**src/rtl/spi_cs_pkg.sv**
```systemverilog
package spi_cs_pkg;
  localparam int unsigned NUM_CS = 4;
  localparam int unsigned CODE_W = 4;
  localparam int unsigned IDX_W  = 2;

  typedef enum logic [2:0] {
    ST_IDLE,
    ST_SETUP,
    ST_SHIFT,
    ST_GAP,
    ST_HOLD,
    ST_REL
  } seq_st_e;
endpackage

```
**src/rtl/spi_cs_map.sv**
```systemverilog
module spi_cs_map
  import spi_cs_pkg::*;
(
  input  logic              decode_i,
  input  logic [CODE_W-1:0] code_i,
  output logic [NUM_CS-1:0] cs_n_o,
  output logic [IDX_W-1:0]  idx_o,
  output logic              valid_o
);
  logic found;

  always_comb begin
    cs_n_o  = '1;
    idx_o   = '0;
    found   = 1'b0;
    valid_o = (code_i != '1);
    if (decode_i) begin
      cs_n_o = code_i;
      idx_o  = code_i[CODE_W-1 -: IDX_W];
    end else begin
      // lowest zero bit wins
      for (int k = 0; k < NUM_CS; k++) begin
        if (!found && !code_i[k]) begin
          cs_n_o[k] = 1'b0;
          idx_o     = IDX_W'(k);
          found     = 1'b1;
        end
      end
    end
  end
endmodule

```
**src/rtl/spi_cs_timer.sv**
```systemverilog
module spi_cs_timer #(
  parameter int unsigned W = 8
) (
  input  logic         clk_i,
  input  logic         rst_ni,
  input  logic         load_i,
  input  logic [W-1:0] val_i,
  output logic         zero_o
);
  logic [W-1:0] cnt_q;

  always_ff @(posedge clk_i or negedge rst_ni) begin
    if (!rst_ni)            cnt_q <= '0;
    else if (load_i)        cnt_q <= val_i;
    else if (cnt_q != '0)   cnt_q <= cnt_q - W'(1);
  end

  assign zero_o = (cnt_q == '0);
endmodule

```
**src/rtl/spi_cs_shreg.sv**
```systemverilog
module spi_cs_shreg #(
  parameter int unsigned W = 8
) (
  input  logic         clk_i,
  input  logic         rst_ni,
  input  logic         load_i,
  input  logic [W-1:0] data_i,
  input  logic         shift_i,
  input  logic         sample_i,
  input  logic         miso_i,
  output logic         mosi_o,
  output logic [W-1:0] rx_o
);
  logic [W-1:0] tx_q, rx_q;

  always_ff @(posedge clk_i or negedge rst_ni) begin
    if (!rst_ni) begin
      tx_q <= '0;
      rx_q <= '0;
    end else begin
      if (load_i)       tx_q <= data_i;
      else if (shift_i) tx_q <= {tx_q[W-2:0], 1'b0};
      if (sample_i)     rx_q <= {rx_q[W-2:0], miso_i};
    end
  end

  assign mosi_o = tx_q[W-1];
  assign rx_o   = rx_q;
endmodule

```
**src/rtl/spi_cs_seq.sv**
```systemverilog
module spi_cs_seq
  import spi_cs_pkg::*;
#(
  parameter int unsigned DATA_W = 8,
  parameter int unsigned DIV_W  = 4,
  parameter int unsigned DLY_W  = 6
) (
  input  logic                    clk_i,
  input  logic                    rst_ni,
  input  logic                    decode_en_i,
  input  logic                    fixed_sel_i,
  input  logic [CODE_W-1:0]       fixed_code_i,
  input  logic [NUM_CS*DIV_W-1:0] cfg_div_i,
  input  logic [NUM_CS*DLY_W-1:0] cfg_dly_i,
  input  logic [NUM_CS-1:0]       cfg_hold_i,
  input  logic                    wr_valid_i,
  input  logic [CODE_W-1:0]       wr_code_i,
  input  logic [DATA_W-1:0]       wr_data_i,
  input  logic                    miso_i,
  output logic                    tx_empty_o,
  output logic                    sclk_o,
  output logic                    mosi_o,
  output logic [NUM_CS-1:0]       cs_n_o,
  output logic [DATA_W-1:0]       rx_data_o,
  output logic                    rx_done_o
);
  localparam int unsigned BIT_W = $clog2(DATA_W);
  localparam int unsigned CNT_W = (DIV_W + 1 > DLY_W) ? DIV_W + 1 : DLY_W;

  seq_st_e state_q, state_d;

  logic [CODE_W-1:0] eff_code;
  logic [NUM_CS-1:0] w_cs_n;
  logic [IDX_W-1:0]  w_idx;
  logic              w_valid, wr_acc;

  logic              hold_valid_q;
  logic [DATA_W-1:0] hold_data_q;
  logic [NUM_CS-1:0] hold_cs_q, cur_cs_q;
  logic [IDX_W-1:0]  hold_idx_q, cur_idx_q;
  logic              cs_act_q, sclk_q, rx_done_q;
  logic [BIT_W-1:0]  bit_cnt_q;

  logic [DIV_W-1:0]  div_cur, div_hold;
  logic [DLY_W-1:0]  dly_cur;
  logic              same_cs;

  logic              tmr_ld, tmr_zero;
  logic [CNT_W-1:0]  tmr_val;
  logic              do_load, rel, drop, end_decide, xfer_end;
  logic              sclk_d, sh_shift, sh_sample, bit_inc;

  assign eff_code = fixed_sel_i ? fixed_code_i : wr_code_i;

  spi_cs_map i_map (
    .decode_i (decode_en_i),
    .code_i   (eff_code),
    .cs_n_o   (w_cs_n),
    .idx_o    (w_idx),
    .valid_o  (w_valid)
  );

  assign wr_acc   = wr_valid_i && !hold_valid_q && w_valid;
  assign div_cur  = cfg_div_i[cur_idx_q*DIV_W +: DIV_W];
  assign div_hold = cfg_div_i[hold_idx_q*DIV_W +: DIV_W];
  assign dly_cur  = cfg_dly_i[cur_idx_q*DLY_W +: DLY_W];
  assign same_cs  = (hold_cs_q == cur_cs_q);

  spi_cs_timer #(.W(CNT_W)) i_timer (
    .clk_i  (clk_i),
    .rst_ni (rst_ni),
    .load_i (tmr_ld),
    .val_i  (tmr_val),
    .zero_o (tmr_zero)
  );

  spi_cs_shreg #(.W(DATA_W)) i_shreg (
    .clk_i    (clk_i),
    .rst_ni   (rst_ni),
    .load_i   (do_load),
    .data_i   (hold_data_q),
    .shift_i  (sh_shift),
    .sample_i (sh_sample),
    .miso_i   (miso_i),
    .mosi_o   (mosi_o),
    .rx_o     (rx_data_o)
  );

  always_comb begin
    state_d    = state_q;
    tmr_ld     = 1'b0;
    tmr_val    = '0;
    do_load    = 1'b0;
    rel        = 1'b0;
    drop       = 1'b0;
    end_decide = 1'b0;
    xfer_end   = 1'b0;
    sclk_d     = sclk_q;
    sh_shift   = 1'b0;
    sh_sample  = 1'b0;
    bit_inc    = 1'b0;
    unique case (state_q)
      ST_IDLE:  if (hold_valid_q) do_load = 1'b1;
      ST_SETUP: if (tmr_zero) begin
        sclk_d    = 1'b1;
        sh_sample = 1'b1;
        tmr_ld    = 1'b1;
        tmr_val   = CNT_W'(div_cur);
        state_d   = ST_SHIFT;
      end
      ST_SHIFT: if (tmr_zero) begin
        tmr_ld  = 1'b1;
        tmr_val = CNT_W'(div_cur);
        sclk_d  = !sclk_q;
        if (!sclk_q)                             sh_sample = 1'b1;
        else if (bit_cnt_q == BIT_W'(DATA_W-1)) xfer_end  = 1'b1;
        else begin
          sh_shift = 1'b1;
          bit_inc  = 1'b1;
        end
      end
      ST_GAP:   if (tmr_zero) end_decide = 1'b1;
      ST_HOLD:  if (hold_valid_q) begin
        if (same_cs) do_load = 1'b1;
        else         rel     = 1'b1;
      end
      ST_REL:   if (tmr_zero) do_load = 1'b1;
      default:  state_d = ST_IDLE;
    endcase

    if (xfer_end) begin
      if (dly_cur != '0) begin
        state_d = ST_GAP;
        tmr_ld  = 1'b1;
        tmr_val = CNT_W'(dly_cur) - CNT_W'(1);
      end else begin
        end_decide = 1'b1;
      end
    end

    if (end_decide) begin
      if (hold_valid_q && same_cs)   do_load = 1'b1;
      else if (hold_valid_q)         rel     = 1'b1;
      else if (cfg_hold_i[cur_idx_q]) state_d = ST_HOLD;
      else begin
        state_d = ST_IDLE;
        drop    = 1'b1;
      end
    end

    // released line stays high one full serial period
    if (rel) begin
      state_d = ST_REL;
      drop    = 1'b1;
      tmr_ld  = 1'b1;
      tmr_val = CNT_W'({div_cur, 1'b1});
    end

    if (do_load) begin
      state_d = ST_SETUP;
      tmr_ld  = 1'b1;
      tmr_val = CNT_W'(div_hold);
    end
  end

  always_ff @(posedge clk_i or negedge rst_ni) begin
    if (!rst_ni) begin
      state_q      <= ST_IDLE;
      hold_valid_q <= 1'b0;
      hold_data_q  <= '0;
      hold_cs_q    <= '1;
      hold_idx_q   <= '0;
      cur_cs_q     <= '1;
      cur_idx_q    <= '0;
      cs_act_q     <= 1'b0;
      sclk_q       <= 1'b0;
      bit_cnt_q    <= '0;
      rx_done_q    <= 1'b0;
    end else begin
      state_q   <= state_d;
      sclk_q    <= sclk_d;
      rx_done_q <= xfer_end;
      if (wr_acc) begin
        hold_valid_q <= 1'b1;
        hold_data_q  <= wr_data_i;
        hold_cs_q    <= w_cs_n;
        hold_idx_q   <= w_idx;
      end else if (do_load) begin
        hold_valid_q <= 1'b0;
      end
      if (do_load) begin
        cur_cs_q  <= hold_cs_q;
        cur_idx_q <= hold_idx_q;
        cs_act_q  <= 1'b1;
        bit_cnt_q <= '0;
      end else begin
        if (drop)    cs_act_q  <= 1'b0;
        if (bit_inc) bit_cnt_q <= bit_cnt_q + BIT_W'(1);
      end
    end
  end

  assign tx_empty_o = !hold_valid_q;
  assign sclk_o     = sclk_q;
  assign cs_n_o     = cs_act_q ? cur_cs_q : '1;
  assign rx_done_o  = rx_done_q;
endmodule

```
**config.mk**
```make
export PLATFORM = sky130hd
export DESIGN_NAME = spi_cs_seq
export DESIGN_NICKNAME = d
export VERILOG_FILES = /design/src/rtl/spi_cs_pkg.sv /design/src/rtl/spi_cs_map.sv /design/src/rtl/spi_cs_timer.sv /design/src/rtl/spi_cs_shreg.sv /design/src/rtl/spi_cs_seq.sv
export SDC_FILE = /design/constraint.sdc
export NUM_CORES = 1
export LEC_CHECK = 0
export ABC_CLOCK_PERIOD_IN_PS = 5200
export BUFFER_PORTS_ARGS = -buffer_cell sky130_fd_sc_hd__buf_2
export CORE_MARGIN = 2
export CORE_UTILIZATION = 54
export DETAILED_ROUTE_END_ITERATION = 16
export PLACE_DENSITY_LB_ADDON = 0.1
export SLEW_MARGIN = 25
export SYNTH_ARGS = -nofsm -noshare
export SYNTH_HDL_FRONTEND = slang
export SYNTH_SLANG_ARGS = --single-unit
```
**constraint.sdc**
```tcl
create_clock -name clk_i -period 5.2 [get_ports clk_i]
set_input_delay 0.52 -clock clk_i [delete_from_list [all_inputs] [get_ports clk_i]]
set_output_delay 0.52 -clock clk_i [all_outputs]
set_load 0.02 [all_outputs]
```
Word-level counts from Yosys, hierarchy flattened. Index checks and enable logic that the tools add are counted.

Bits in registers: 52. Logic and storage cells: 143. Input port bits: 66.

Muxes and demuxes: 85. Multipliers: 1. Reductions and logical operators: 26. $lt $le $gt $ge: 1. Shifts and indexed selects: 3. Equal/unequal tests: 10. Add/subtract/negate cells: 3.

Operators with widths (count): $mux W1 (53); $mux W6 (6); $mux W3 (11); $shiftx A16 B5 Y4 (2); $shiftx A24 B6 Y6 (1); $mux W4 (5); $mux W8 (2); $reduce_bool A6 Y1 (2); $sub A6 B1 Y6 const B (2); $reduce_bool A2 Y1 (5); $eq A3 B3 Y1 const B (3); $logic_not A1 Y1 (8); $eq A3 B2 Y1 const B (2); $logic_and A1 B1 Y1 (6); $logic_not A6 Y1 (1); $mux W2 (3); $pmux W3 S2 (1); $reduce_or A5 Y1 (1); $eq A4 B4 Y1 (1); $mul A2 B2 Y4 const B (1); $ne A2 B1 Y1 const B (2); $ne A4 B4 Y1 const B (1); $pmux W1 S2 (2); $add A3 B1 Y3 const B (1); 7 further kinds (7).

Logic depth before layout (Yosys ltp).
Word-level depth: 15. Depth in mapped cells: 12. Depth with buffers taken out: 9.

By module. A second synthesis with hierarchy kept.

Cells, all modules: 304. Area total of the unflattened synthesis: 3288.2 sq um.

By module, submodules not included: spi_cs_seq (sequential area each 760.7 sq um, area an instance 2123.3 sq um, instances 1, cells each 196); spi_cs_shreg (sequential area each 400.4 sq um, area an instance 700.7 sq um, instances 1, cells each 51); spi_cs_timer (sequential area each 150.1 sq um, area an instance 379.1 sq um, instances 1, cells each 41); spi_cs_map (sequential area each 0.0 sq um, area an instance 85.1 sq um, instances 1, cells each 16).

Worst setup path after synthesis. Ideal clock, no wire load.

Kind: reg2reg. Start point: reg cur_idx_q[0]. End point: reg cur_cs_q[1]. Data required time: 5.115 ns. Library setup time: 0.085 ns. Buffers on the path: 3. Cell stages (with the launch flop): 13. Data arrival time: 2.743 ns. Slack: 2.372 ns. Cell sequence: dfrtp_1 > buf_6 > buf_4 > mux4_2 > inv_1 > ha_1 > nand2_1 > o22ai_4 > and3_4 > a41oi_2 > nand2_2 > buf_6 > mux2_1.

Word-level cells in the longest chain between the ends: 6.

RTL lines: start, declared (line spi_cs_seq.sv:40) `logic [IDX_W-1:0] hold_idx_q, cur_idx_q;`; start signal, assigned (line spi_cs_seq.sv:193) `cur_idx_q <= hold_idx_q;`; $mul A2 B2 Y4 (line spi_cs_seq.sv:66) `assign dly_cur = cfg_dly_i[cur_idx_q*DLY_W +: DLY_W];`; $shiftx A24 B6 Y6 (line spi_cs_seq.sv:66); $reduce_bool A6 Y1 (line spi_cs_seq.sv:132) `if (dly_cur != '0) begin`; $mux W1 (line spi_cs_seq.sv:132); $mux W1 (line spi_cs_seq.sv:131) `if (xfer_end) begin`; $mux W1 (line spi_cs_seq.sv:141) `if (end_decide) begin`; end signal, assigned (line spi_cs_seq.sv:192) `cur_cs_q <= hold_cs_q;`; end, declared (line spi_cs_seq.sv:39) `logic [NUM_CS-1:0] hold_cs_q, cur_cs_q;`.

Every way passes these cells. A chain may end at the register's enable or synchronous reset.

Worst setup path in the final report.
Start point: reg cur_idx_q[0]. End point: reg cur_idx_q[1].

Word-level cells in the longest chain between the ends: 6.

RTL lines (line): $mul A2 B2 Y4 (spi_cs_seq.sv:66); $shiftx A24 B6 Y6 (spi_cs_seq.sv:66); $reduce_bool A6 Y1 (spi_cs_seq.sv:132); $mux W1 (spi_cs_seq.sv:132); $mux W1 (spi_cs_seq.sv:131); $mux W1 (spi_cs_seq.sv:141).

Every way passes these cells.

==> summary.md <==
| Metric | Value |
|---|---|
| Status | complete, no violations |
| Average wire per standard cell | 16.6 µm |
| Clock Path Buffers | 2 |
| Final setup margin | between 1.5 and 2 ns |
| Via count | 2,648 |
| Final Max Tran Viols | 0 |
| First-pass GRT wire length | 12,100 µm |
| Setup violations, final | 0 |
| Area Overhead vs Synth | 17.7% |
| Crit path max-delay family | multiplexers |
| Vias in the first global route | between 2,000 and 3,000 |
| Synth area leader | dfrtp_1 |
| Worst-path fanout max | 15 |
| CTS HTree Levels | 2 |
| Pwr per Cell Area | around 570 nW/µm² |
| Total core area | 5920 µm² |
| Diode count | 0 |
| Minimum clock period | around 3.4 ns |
| Die area | 6800 µm² |
| Number of synthesized flops with an enable pin | 0 |
| GP Congestion | 0.898 |
| CP max stage cell | dfrtp_1 |
| Pre-CTS WS | approximately 1.8 ns |
| Starting density of the core | 0.562 |
| Data required, critical path | around 5.4 ns |
| Max stage delay on crit path | 0.82 ns |
| Root Buffer Master | clkbuf_8 |
| Ports | 82 |
| Ranking of synthesized cells by area | dfrtp_1 33%, mux2_2 10%, mux4_2 10%, dfstp_2 6.3%, mux2i_1 2.7% |
| Fmax | 293 MHz |
| Crit Path Category | register to register |
| DRT Pass-1 Iters | 4 |
| Type of origin of the critical path | register |
| Row Count | 28 |
| Total negative slack | 0 ns |
| Reg2Reg Depth | 9 |
| HP Class | input pin to async pin |
| Hold_buf cts | 0 |
| Crit path buf inv count | 1 |
| Cells after Synth | 292 |
| Clk_skew | 0.00936 ns |
| RR Startpoint | cur_idx_q[0] |
| Peak supply drop | 393 µV |
| Reg clk slew, reported paths | 0.10 ns |
| Top cells by count, synth | 44 x dfrtp_1, 31 x mux2_2, 18 x nand2_1 |
| Area of the mapped netlist | between 3000 and 4000 µm² |
| CTS tree | yes |
| Clock latency on the worst-skew pair | 0.32 ns |
| Die W | 82.5 µm |
| Arrival @ worst endpoint | between 3 and 4 ns |
| WHS | around 0.30 ns |
| Share of cells above drive strength 1 | 0.441 |
| Number of port buffers | about 80 |
| Largest net degree at the start of global routing | 53 |
| Reg-to-Reg End | cur_idx_q[1] |
| # clock sinks | 52 |
| Mean Syn Cell Area | 11.4 µm² |
| Main synth FF type | dfrtp_1 |
| Post-synth top area share | 0.331 |
| DRT Wirelength | around 7400 µm |
| Mapped Nets | around 360 |
| HPWL after DPL | 5720 µm |
| GRT overflow | 0 |
| First DRT Iteration DRCs | roughly 110 |
| DIE HEIGHT | 82.5 µm |
| Fin util | 0.661 |
| Slew @ Worst Pin | 0.989 ns |
| RSZ-0062 raised after global routing | false |
| FF-to-FF setup slack | 1.79 ns |
| Post_cts resized | 0 |
| Final hold violation count | 0 |
| Leak | 1.76 nW |
| Global-route total usage across every layer | 0.236 |
| Residual DRC count | 0 |
| Sequential element share of the synthesized area | 0.394 |
| Synth unique cells | 60 |
| Cells along the critical path | mux4_2 -> inv_1 -> ha_1 -> nand2_1 -> o22ai_4 -> and3_4 -> a41oi_2 -> nand2_2 -> mux2_2 |
| Post-CTS setup buffers | 0 |
| Remaining antenna violation count after routing | 0 |
| Antenna violations before repair | 0 |
| Via density | 5.92 |
| Number of synthesized register bits | 52 |
| Async SR Flop Fraction | 1.00 |
| MaxCap Viol Count | 0 |
| Critical Path End Type | register |
| Yosys warns | 0 |
| Num CTS Buffers | 5 |
| Crit path from | cur_idx_q[0] |
| Cell with the most instances after synthesis | dfrtp_1 |
| Nets | 441 |
| Slew Limit Headroom | 0.332 |
| Final Cycle Share | 0.656 |
## worst max path at each step
| stage | depth (start not counted) | slack (ns) | endpoint |
|---|---|---|---|
| floorplan | 12 | 2.37 | cur_cs_q[1] |
| global placement | 9 | 1.86 | cur_idx_q[1] |
| detailed placement | 9 | 1.77 | cur_idx_q[0] |
| CTS | 9 | 1.76 | cur_idx_q[0] |
| global route | 9 | 1.47 | cur_idx_q[0] |
| finish | 9 | 1.79 | cur_idx_q[1] |
## layout by cell type, fill, tap and decap left out, drive strengths merged, types with 8 or more instances in the layout
cell type / netlist / routed
buf: 9 / 84
mux4: 15 / 15
inv: 11 / 12
dfrtp: 44 / 44
dfstp: 8 / 8
nand2: 19 / 19
mux2: 33 / 33
xnor2: 8 / 8
nand2b: 10 / 10
nor2: 16 / 16
a21oi: 10 / 10
mux2i: 9 / 9
o21ai: 16 / 16
## sequential cells by signal, indices dropped and copies added (netlist names)
signal and flops:
hold_cs_q 4, cur_cs_q 4, sclk_o 1, hold_valid_q 1
hold_idx_q 2, i_shreg.rx_o 8, i_timer.cnt_q 6, bit_cnt_q 3
cs_act_q 1, state_q 3, cur_idx_q 2, hold_data_q 8
i_shreg.tx_q 8, rx_done_o 1
## per-stage QoR
step / power, mW / instance area (µm²) / cells
final: 2.22 / 3920 / 447
after global routing: 2.38 / 3920 / 447
after CTS: 2.23 / 3920 / 447
after detailed placement: 1.88 / 3780 / 439
after global placement: 1.85 / 3780 / 439
after floorplan: 1.63 / 3330 / 292
## worst register-to-register path: stages (launching register included)
cell and delay (ns):
dfrtp_1 0.82, mux4_2 0.62, inv_1 0.08, ha_1 0.20, nand2_1 0.10, o22ai_4 0.27
and3_4 0.26, a41oi_2 0.23, nand2_2 0.35, mux2_2 0.37
## cell families after synthesis
family / count (synthesis) / share of synthesized area
compound gates: 68 / 0.149
xor+xnor: 14 / 0.0369
buf+inv: 23 / 0.0354
simple gates: 74 / 0.129
mux: 57 / 0.240
flops: 52 / 0.394
fa+ha+maj: 4 / 0.0150
## power breakdown
part           leakage, nW  switching, mW  internal [mW]
logic                 1.06          0.521          0.533
clock network       0.0687          0.143          0.194
registers            0.634          0.221          0.605
## layout make-up
cell class              instances  area [µm²]
inverters                      11        41.3
flip-flops and latches         52        1310
repair buffers                 84         428
clock inverters                 3        68.8
fillers                       480        2010
well taps                      75        93.8
clock buffers                   5        68.8
multi-input cells             217        1900
## metal layers
layer  up-vias  track usage  share of wire
met3        13       0.0478          0.048
met2        70        0.414           0.51
met4         0       0.0767          0.020
met1      1297        0.291           0.42
li1       1268            -              -
met5         -            0              0
Note: power is estimated with default switching activity, not from simulation.
